### config.mk
export PLATFORM = sky130hd
export DESIGN_NAME = irqc_top
export DESIGN_NICKNAME = d
export VERILOG_FILES = /design/src/rtl/irqc_pkg.sv /design/src/rtl/irqc_prio.sv /design/src/rtl/irqc_regs.sv /design/src/rtl/irqc_ime.sv /design/src/rtl/irqc_top.sv
export SDC_FILE = /design/constraint.sdc
export NUM_CORES = 1
export LEC_CHECK = 0
export BUFFER_PORTS_ARGS = -buffer_cell sky130_fd_sc_hd__buf_2
export CAP_MARGIN = 0
export CORE_MARGIN = 1
export CORE_UTILIZATION = 39
export CTS_CLUSTER_DIAMETER = 150
export DETAILED_ROUTE_END_ITERATION = 12
export PLACE_DENSITY = 0.73
export RECOVER_POWER = 100
export SYNTH_ARGS = -nofsm -noshare
export SYNTH_HDL_FRONTEND = slang
export SYNTH_SLANG_ARGS = --single-unit
### constraint.sdc
create_clock -name clk -period 1.3 [get_ports clk]
set_clock_uncertainty 0.2 [all_clocks]
set_input_delay 0.13 -clock clk [delete_from_list [all_inputs] [get_ports clk]]
set_output_delay 0.13 -clock clk [all_outputs]
set_load 0.05 [all_outputs]
### src/rtl/irqc_pkg.sv
package irqc_pkg;
    typedef enum logic [1:0] {
        IME_OFF   = 2'd0,
        IME_SCHED = 2'd1,
        IME_ON    = 2'd2
    } ime_t;
endpackage

### src/rtl/irqc_prio.sv
// Fixed-priority selector: the lowest set bit wins; vector derived from index.
module irqc_prio #(
    parameter int NUM_SRC  = 5,
    parameter int IDX_W    = 3,
    parameter int VEC_W    = 8,
    parameter int VEC_BASE = 64,
    parameter int VEC_STEP = 8
) (
    input  logic [NUM_SRC-1:0] req,
    output logic               any,
    output logic [NUM_SRC-1:0] grant,
    output logic [IDX_W-1:0]   idx,
    output logic [VEC_W-1:0]   vec
);
    genvar g;
    for (g = 0; g < NUM_SRC; g++) begin : g_grant
        if (g == 0) begin : g_first
            assign grant[g] = req[0];
        end else begin : g_rest
            assign grant[g] = req[g] && !(|req[g-1:0]);
        end
    end

    assign any = |req;

    always_comb begin
        idx = '0;
        for (int i = 0; i < NUM_SRC; i++) begin
            if (grant[i]) idx = idx | IDX_W'(i);
        end
    end

    assign vec = VEC_W'(VEC_BASE + VEC_STEP * int'(idx));
endmodule

### src/rtl/irqc_regs.sv
// Enable and request registers with padded read-back.
module irqc_regs #(
    parameter int NUM_SRC = 5,
    parameter int DATA_W  = 8
) (
    input  logic               clk,
    input  logic               rst_n,
    input  logic               wr_en,
    input  logic               sel,
    input  logic [DATA_W-1:0]  wdata,
    input  logic [NUM_SRC-1:0] set_mask,
    input  logic [NUM_SRC-1:0] clr_mask,
    output logic [NUM_SRC-1:0] en_q,
    output logic [NUM_SRC-1:0] fl_q,
    output logic [DATA_W-1:0]  rdata
);
    localparam int PAD_W = DATA_W - NUM_SRC;

    typedef struct packed {
        logic [NUM_SRC-1:0] en;
        logic [NUM_SRC-1:0] fl;
    } regs_t;

    regs_t st_d, st_q;
    logic  unused_wdata_hi;
    logic [NUM_SRC-1:0] fl_base;

    assign unused_wdata_hi = ^wdata[DATA_W-1:NUM_SRC];

    always_comb begin
        st_d = st_q;
        if (wr_en && !sel) st_d.en = wdata[NUM_SRC-1:0];
        fl_base = (wr_en && sel) ? wdata[NUM_SRC-1:0] : st_q.fl;
        // strobes are applied last so they survive writes and clears
        st_d.fl = (fl_base & ~clr_mask) | set_mask;
    end

    always_ff @(posedge clk) begin
        if (!rst_n) st_q <= '0;
        else        st_q <= st_d;
    end

    assign en_q  = st_q.en;
    assign fl_q  = st_q.fl;
    assign rdata = sel ? {{PAD_W{1'b1}}, st_q.fl} : {{PAD_W{1'b0}}, st_q.en};
endmodule

### src/rtl/irqc_ime.sv
// Master-enable state machine with one-boundary deferral.
module irqc_ime
    import irqc_pkg::*;
(
    input  logic clk,
    input  logic rst_n,
    input  logic ei,
    input  logic di,
    input  logic boundary,
    input  logic pending,
    output logic take,
    output ime_t state_q
);
    typedef struct packed {
        ime_t st;
    } ime_reg_t;

    ime_reg_t r_d, r_q;

    always_comb begin
        r_d  = r_q;
        take = boundary && (r_q.st == IME_ON) && pending;
        if (di) begin
            r_d.st = IME_OFF;
        end else begin
            case (r_q.st)
                IME_OFF:   if (ei)       r_d.st = IME_SCHED;
                IME_SCHED: if (boundary) r_d.st = IME_ON;
                IME_ON:    if (take)     r_d.st = IME_OFF;
                default:                 r_d.st = IME_OFF;
            endcase
        end
    end

    always_ff @(posedge clk) begin
        if (!rst_n) r_q.st <= IME_OFF;
        else        r_q    <= r_d;
    end

    assign state_q = r_q.st;
endmodule

### src/rtl/irqc_top.sv
module irqc_top
    import irqc_pkg::*;
#(
    parameter int NUM_SRC  = 5,
    parameter int DATA_W   = 8,
    parameter int VEC_W    = 8,
    parameter int VEC_BASE = 64,
    parameter int VEC_STEP = 8,
    localparam int IDX_W   = (NUM_SRC > 1) ? $clog2(NUM_SRC) : 1
) (
    input  logic               clk,
    input  logic               rst_n,
    input  logic [NUM_SRC-1:0] src_pulse,
    input  logic               reg_wr,
    input  logic               reg_sel,
    input  logic [DATA_W-1:0]  reg_wdata,
    output logic [DATA_W-1:0]  reg_rdata,
    input  logic               ei_pulse,
    input  logic               di_pulse,
    input  logic               boundary,
    output logic               irq_take,
    output logic [IDX_W-1:0]   irq_idx,
    output logic [VEC_W-1:0]   irq_vec
);
    logic [NUM_SRC-1:0] en_q, fl_q, req, grant, clr_mask;
    logic               pending;
    ime_t               ime_q;

    assign req      = en_q & fl_q;
    assign clr_mask = irq_take ? grant : '0;

    irqc_regs #(.NUM_SRC(NUM_SRC), .DATA_W(DATA_W)) u_regs (
        .clk      (clk),
        .rst_n    (rst_n),
        .wr_en    (reg_wr),
        .sel      (reg_sel),
        .wdata    (reg_wdata),
        .set_mask (src_pulse),
        .clr_mask (clr_mask),
        .en_q     (en_q),
        .fl_q     (fl_q),
        .rdata    (reg_rdata)
    );

    irqc_prio #(
        .NUM_SRC (NUM_SRC), .IDX_W(IDX_W), .VEC_W(VEC_W),
        .VEC_BASE(VEC_BASE), .VEC_STEP(VEC_STEP)
    ) u_prio (
        .req   (req),
        .any   (pending),
        .grant (grant),
        .idx   (irq_idx),
        .vec   (irq_vec)
    );

    irqc_ime u_ime (
        .clk      (clk),
        .rst_n    (rst_n),
        .ei       (ei_pulse),
        .di       (di_pulse),
        .boundary (boundary),
        .pending  (pending),
        .take     (irq_take),
        .state_q  (ime_q)
    );
endmodule

==> results of run 1 <==
-- cell type report --
class,count,share of cell area [%]
multi-input combinational,64,37.0
sequential,12,17.4
inverter,1,0.254
clock buffer,4,2.46
tap,25,2.12
timing repair buffer,68,40.8
-- final timing paths --
kind,startpoint,end,slack [ns]
worst max-delay path,u_regs.fl_q[1],irq_idx[1],-0.40
worst min register to register,u_ime.state_q[1],u_ime.state_q[0],0.31
worst max register to register,u_ime.state_q[1],u_ime.state_q[1],-0.14
worst min-delay path,boundary,u_regs.fl_q[4],0.05
-- cell families after synthesis --
| logic type | after synthesis | share of synthesized area [%] |
|---|---|---|
| simple gates | 31 | 21.7 |
| buf+inv | 15 | 13.2 |
| mux | 14 | 18.9 |
| flops | 12 | 30.8 |
| compound gates | 14 | 14.4 |
| other cells | 2 | 0.963 |
-- Yosys cell counts --
library cell  instances
a22oi_4               1
buf_2                 1
dfxtp_1              12
o21ai_1               1
a31oi_1               2
clkbuf_1              1
a41oi_1               1
nand3_1               3
mux2_2                6
and2_1                1
a21oi_1               2
a21boi_0              1
o21a_1                4
nor2_1                3
inv_1                 1
nand3_2               1
mux2i_1               8
nor2b_2               1
nand2_1              10
nand3b_1              1
nand2b_1              1
nor3_1                1
nand2_4               1
conb_1                2
buf_4                12
a2bb2oi_1             2
or2_1                 1
nor2b_1               6
nand4_1               1
-- power by group through the flow --
stage	registers, W	clock network (W)	logic (W)
final	0.000416	0.000314	0.000446
after global routing	0.000419	0.000329	0.000471
after CTS	0.000415	0.000304	0.000424
after detailed placement	0.000416	0	0.000328
after global placement	0.000414	0	0.000323
after floorplan	0.000418	0	0.000251
-- metrics by stage --
stage	cell area [um2]	setup TNS, ns	hold slack (ns)	setup slack (ns)
after global placement	1040	-0.866	0.139	-0.146
after global routing	1480	-4.80	0.0814	-0.440
after floorplan	841	-0.744	0.0538	-0.232
after detailed placement	1040	-0.986	0.149	-0.206
after CTS	1400	-3.62	0.0619	-0.377
final	1480	-3.99	0.0499	-0.405
-- layer usage --
metal / vias to the layer above / GRT usage, %
met5: - / 0
met4: 0 / 11.4
met3: 4 / 3.14
met2: 31 / 41.7
met1: 381 / 23.2
li1: 407 / -
-- worst register-to-register path, stage by stage (launching register included) --
cell and delay [ns]:
dfxtp_2 0.33, nor2b_4 0.21, buf_4 0.14, buf_4 0.09, nand2_1 0.04, or2_1 0.22
a31oi_1 0.12
-- sequential cells by signal, indices dropped and copies added, names as in the netlist --
signal	count
u_regs.en_q	5
u_regs.fl_q	5
u_ime.state_q	2
-- repair_timing --
action                                  4_1_cts  5_1_grt
endpoints found under the setup margin       16       17
gates resized for setup                      54       12
hold buffers                                 14        0
hold endpoints to repair                     12        0
pin swaps                                     8        6
setup buffers                                 1        7
==> results.md, run 1 <==
- Outcome: finished, violations left
- Failing checks: negative setup slack
- Top cell type by total area after synthesis: dfxtp_1
- Layout cells sized above 1: 59.1%
- NetSw: 0.000404 W
- Register area: 256 um2
- Crit share post-route: 131%
- Final hold violations: 0
- Initial core utilization: 43.3%
- Worst setup path category: register to output port
- Synth Warn #: 0
- Area grow syn2layout: 89.2%
- Ranking of synthesized cells by area: dfxtp_1 31%, buf_4 12%, mux2i_1 10%
- WP buf/inv: 2
- CTS buffer count: 3
- Max VDD drop: approximately 0.00066 V
- Vias in the first global route: 777
- Placer Congestion: 0.795
- Reg power frac: 35.4%
- Area of the multi-input gates: roughly 550 um2
- Hold path cells: 4
- WL/cell: between 10 and 15 um
- Comb power frac: 37.9%
- CTS clock-pin slew for the worst setup and hold paths: 0.09 ns
- Largest net degree at the start of global routing: 13
- Max Cap Viol: 0
- Seq/Total Area, Yosys: a little under a third
- Root buffer cell: clkbuf_4
- # port buffers: 31
- I/O pins: 40
- Final setup violation count: 17
- Placed instance count: 150
- Fin cells: 174
- PnR worst setup slack: -0.405 ns
- Commonest non-fill, non-tap cells in the layout: 15 x buf_2, 14 x dlygate4sd3_1, 14 x buf_6, 14 x buf_4, 10 x dfxtp_2
- Met1 Wirelength: 994 um
- Pins over their slew limit: 0
- CP cell instances: a22oi_4 > buf_6 > a21boi_4 > buf_6
- # nets final: 170
- Top layer in use: met4
- Fill cell count: 108
- R2R cell count: 6
- Post-Syn Area: about 780 um2
- Initial antenna violation count: 0
- Die H: between 40 and 50 um
- Netlist cell types: 29
- Yosys reg bits: 12
- Die span in x: 46.7 um
- Yosys top cell area share: 30.8%
- CP max stage delay: 0.34 ns
- Total grt overflow: 0
- Via count: between 800 and 900
- CTS sink cnt: 12
- Final core utilization: about four fifths
- Post-Route WL: 2350 um
- Wire length on met3: 85 um
- Post-Synthesis Cells: 88
- Hold Path Class: primary input to register
- Most used cell along the critical path: buf_6
- # diodes: 0
- GRT Overall Usage: about 22%
- Crit-path slowest cell: dfxtp_2
- Vias per cell: approximately 4.7
- RSZ-0062 raised after global routing: true
- Tot Pwr: 0.00118 W
- Lkg Pwr: 0.696 nW
- Core Footprint: 1800 um2
- Clk pwr share: 26.7%
- Startpoint class of the critical path: register
- Antenna-violating nets left: 0
- DRT iter0 DRCs: 12
- Pre-Repair DR Iteration Count: 3
- WL met2: about 1200 um
- Crit path depth: 4
- Mean Syn Cell Area: between 8 and 9 um2
- Family with the most delay on the worst path: compound AO/OA/AOI/OAI gates
- TritonCTS clock tree: built
- DRC: 0
- PwrDens: 798 nW/um2
- CTS Buffer Depth: 2
- Most common cell after layout, fill and taps aside: buf_2
- Tmin final: 1.70 ns
- Crit Path Max Fanout: 3
- CTS H-tree depth: 1
- Die area: 2180 um2
- Worst setup EP type: output port
- First-pass GRT wire length: 3240 um
- Worst EP arrival: 1.37 ns
- Clk_lat worst skew: 0.29 ns
- DPL Wire Length: 1430 um
- Net switching fraction of the power: 34.3%
- FP Rows: 15
- Fmax: 0.587 GHz
- Int Power: 0.000773 W
- WP data required: 0.97 ns
(Power assumes the default switching activity.)
==> inputs of run 2 (changes only) <==
- BUFFER_PORTS_ARGS: -buffer_cell sky130_fd_sc_hd__buf_2 -> default
- CORE_UTILIZATION: 39 -> 54
- DONT_BUFFER_PORTS: default -> 1
- PLACE_DENSITY: 0.73 -> 0.72
==> results.md, run 2 (synthesized netlist as in run 1, its figures left out) <==
- CTS sink cnt: 12
- Clk_lat worst skew: 0.29 ns
- PnR worst setup slack: -0.438 ns
- Root buffer cell: clkbuf_4
- Tmin final: 1.74 ns
- Hold Path Class: primary input to register
- CP startpoint: u_regs.en_q[1]
- Largest net degree at the start of global routing: 12
- Final setup violation count: 17
- Fill cell count: 32
- Total grt overflow: 0
- Final core utilization: 95.7%
- Placer Congestion: 0.775
- TritonCTS clock tree: built
- Pins over their slew limit: 0
- R2R cell count: 5
- RSZ-0062 raised after global routing: true
- DRT iter0 DRCs: 38
- I/O pins: 40
- Via count: 790
- Layout cells sized above 1: 50.4%
- WP data required: 0.97 ns
- Max Cap Viol: 0
- Post-Route WL: 2940 um
- Worst EP arrival: 1.41 ns
- DRC: 0
- Outcome: finished, violations left
- Die area: between 1500 and 2000 um2
- # port buffers: 0
- PwrDens: just under 900 nW/um2
- FP Rows: 13
- Startpoint class of the critical path: register
- Failing checks: negative setup slack
- Worst R2R Start: u_regs.en_q[1]
- Clk pwr share: 29.6%
- Net switching fraction of the power: 35.4%
- Area grow syn2layout: 61.8%
- Int Power: between 0.0007 and 0.0008 W
- R2R Path End: u_regs.fl_q[3]
- Pre-Repair DR Iteration Count: 4
- # diodes: 0
- Critical Path End: irq_idx[2]
- DP Worst Slack: -0.122 ns
- Core Footprint: 1320 um2
- # nets final: 140
- Crit share post-route: 134%
- Vias in the first global route: 753
- Most common cell after layout, fill and taps aside: dlygate4sd3_1
- First-pass GRT wire length: between 3000 and 4000 um
- Worst setup EP type: output port
- Die span in x: 40.0 um
- Worst setup path category: register to output port
- Antenna-violating nets left: 0
- Crit Path Max Fanout: 4
- Reg power frac: 37.6%
- NetSw: 0.000394 W
- WL/cell: 22.0 um
- CTS clock-pin slew for the worst setup and hold paths: 0.09 ns
- Die H: about 40 um
- Worst R2R Setup Slack: -0.27 ns
- Vias per cell: 5.90
- Final hold violations: 0
- Comb power frac: between 30 and 40%
- CTS H-tree depth: 1
- Max VDD drop: between 0.0008 and 0.0009 V
- Initial antenna violation count: 0
- CTS buffer count: 3
- CTS Buffer Depth: 2
- GRT Overall Usage: 31.0%
- DPL Wire Length: 1200 um
- Commonest non-fill, non-tap cells in the layout: 15 x dlygate4sd3_1, 12 x buf_4, 11 x dfxtp_2
- Initial core utilization: 59.2%
- Lkg Pwr: 0.567 nW
- Fmax: 0.575 GHz
-- run 2: cell count changes in the layout (fill, tap and decap cells not counted), moves of 2 or more --
cell,change
a2bb2oi_2,+2
buf_6,-7
a2bb2oi_1,-2
buf_4,-2
buf_2,-15
clkbuf_2,-3
buf_8,-7
buf_12,+3
-- run 2: how the worst min path moves through the flow --
stage / startpoint / endpoint / slack (ns) / cells past startpoint
4_1_cts: reg_wdata[2] / u_regs.fl_q[2] / 0.008 / 3
2_1_floorplan: src_pulse[0] / u_regs.fl_q[0] / 0.05 / 1
3_5_place_dp: rst_n / u_regs.fl_q[0] / 0.05 / 1
5_1_grt: reg_wdata[2] / u_regs.fl_q[2] / 0.03 / 3
6_report: reg_wdata[2] / u_regs.fl_q[2] / 0.0003 / 3
3_3_place_gp: rst_n / u_regs.fl_q[0] / 0.05 / 1
-- run 2: cell type report --
cell class	instances	area (um2)	share of cell area (%)
Inverter	1	3.75	0.298
Tap cell	15	18.8	1.49
Clock buffer	4	36.3	2.88
Multi-Input combinational cell	64	553	43.8
Timing Repair Buffer	38	392	31.1
Sequential cell	12	258	20.4
-- run 2: layer usage --
layer  vias to the layer above  track usage [%]  share of wire (%)
li1                        350                -                  -
met1                       394             32.0                 39
met2                        40             54.8                 52
met3                         6             6.67                7.2
met4                         0             21.6                1.7
met5                         -                0                  0
-- run 2: worst max-delay path, cell delays in order, from the launching register on --
cell and delay, ns:
dfxtp_2 0.34, a22oi_4 0.24, nand3_2 0.16, nor2_4 0.18
buf_12 0.19
-- run 2: per-stage QoR --
stage / hold WS, ns / cells / power [W] / instance area [um2] / setup TNS, ns
6_report: 0.000341 / 134 / 0.00111 / 1260 / -4.05
5_1_grt: 0.0344 / 134 / 0.00114 / 1260 / -4.65
4_1_cts: 0.00844 / 129 / 0.00104 / 1160 / -3.01
3_5_place_dp: 0.0533 / 107 / 0.000670 / 896 / -0.534
3_3_place_gp: 0.0504 / 107 / 0.000664 / 896 / -0.360
2_1_floorplan: 0.0538 / 91 / 0.000669 / 841 / -0.744
-- run 2: timing repair --
action | CTS | global route
hold buffers | 16 | 0
endpoints found under the setup margin | 16 | 19
pin swaps | 1 | 3
buffers inserted | 2 | 5
resized for setup | 18 | 18
hold endpoints to repair | 12 | 0
-- run 2: power groups by stage --
stage | Sequential [W] | Clock, W | Combinational, W
floorplan | 0.000418 | 0 | 0.000251
CTS | 0.000414 | 0.000313 | 0.000317
global route | 0.000421 | 0.000342 | 0.000377
detailed placement | 0.000418 | 0 | 0.000252
finish | 0.000418 | 0.000330 | 0.000365
global placement | 0.000416 | 0 | 0.000248
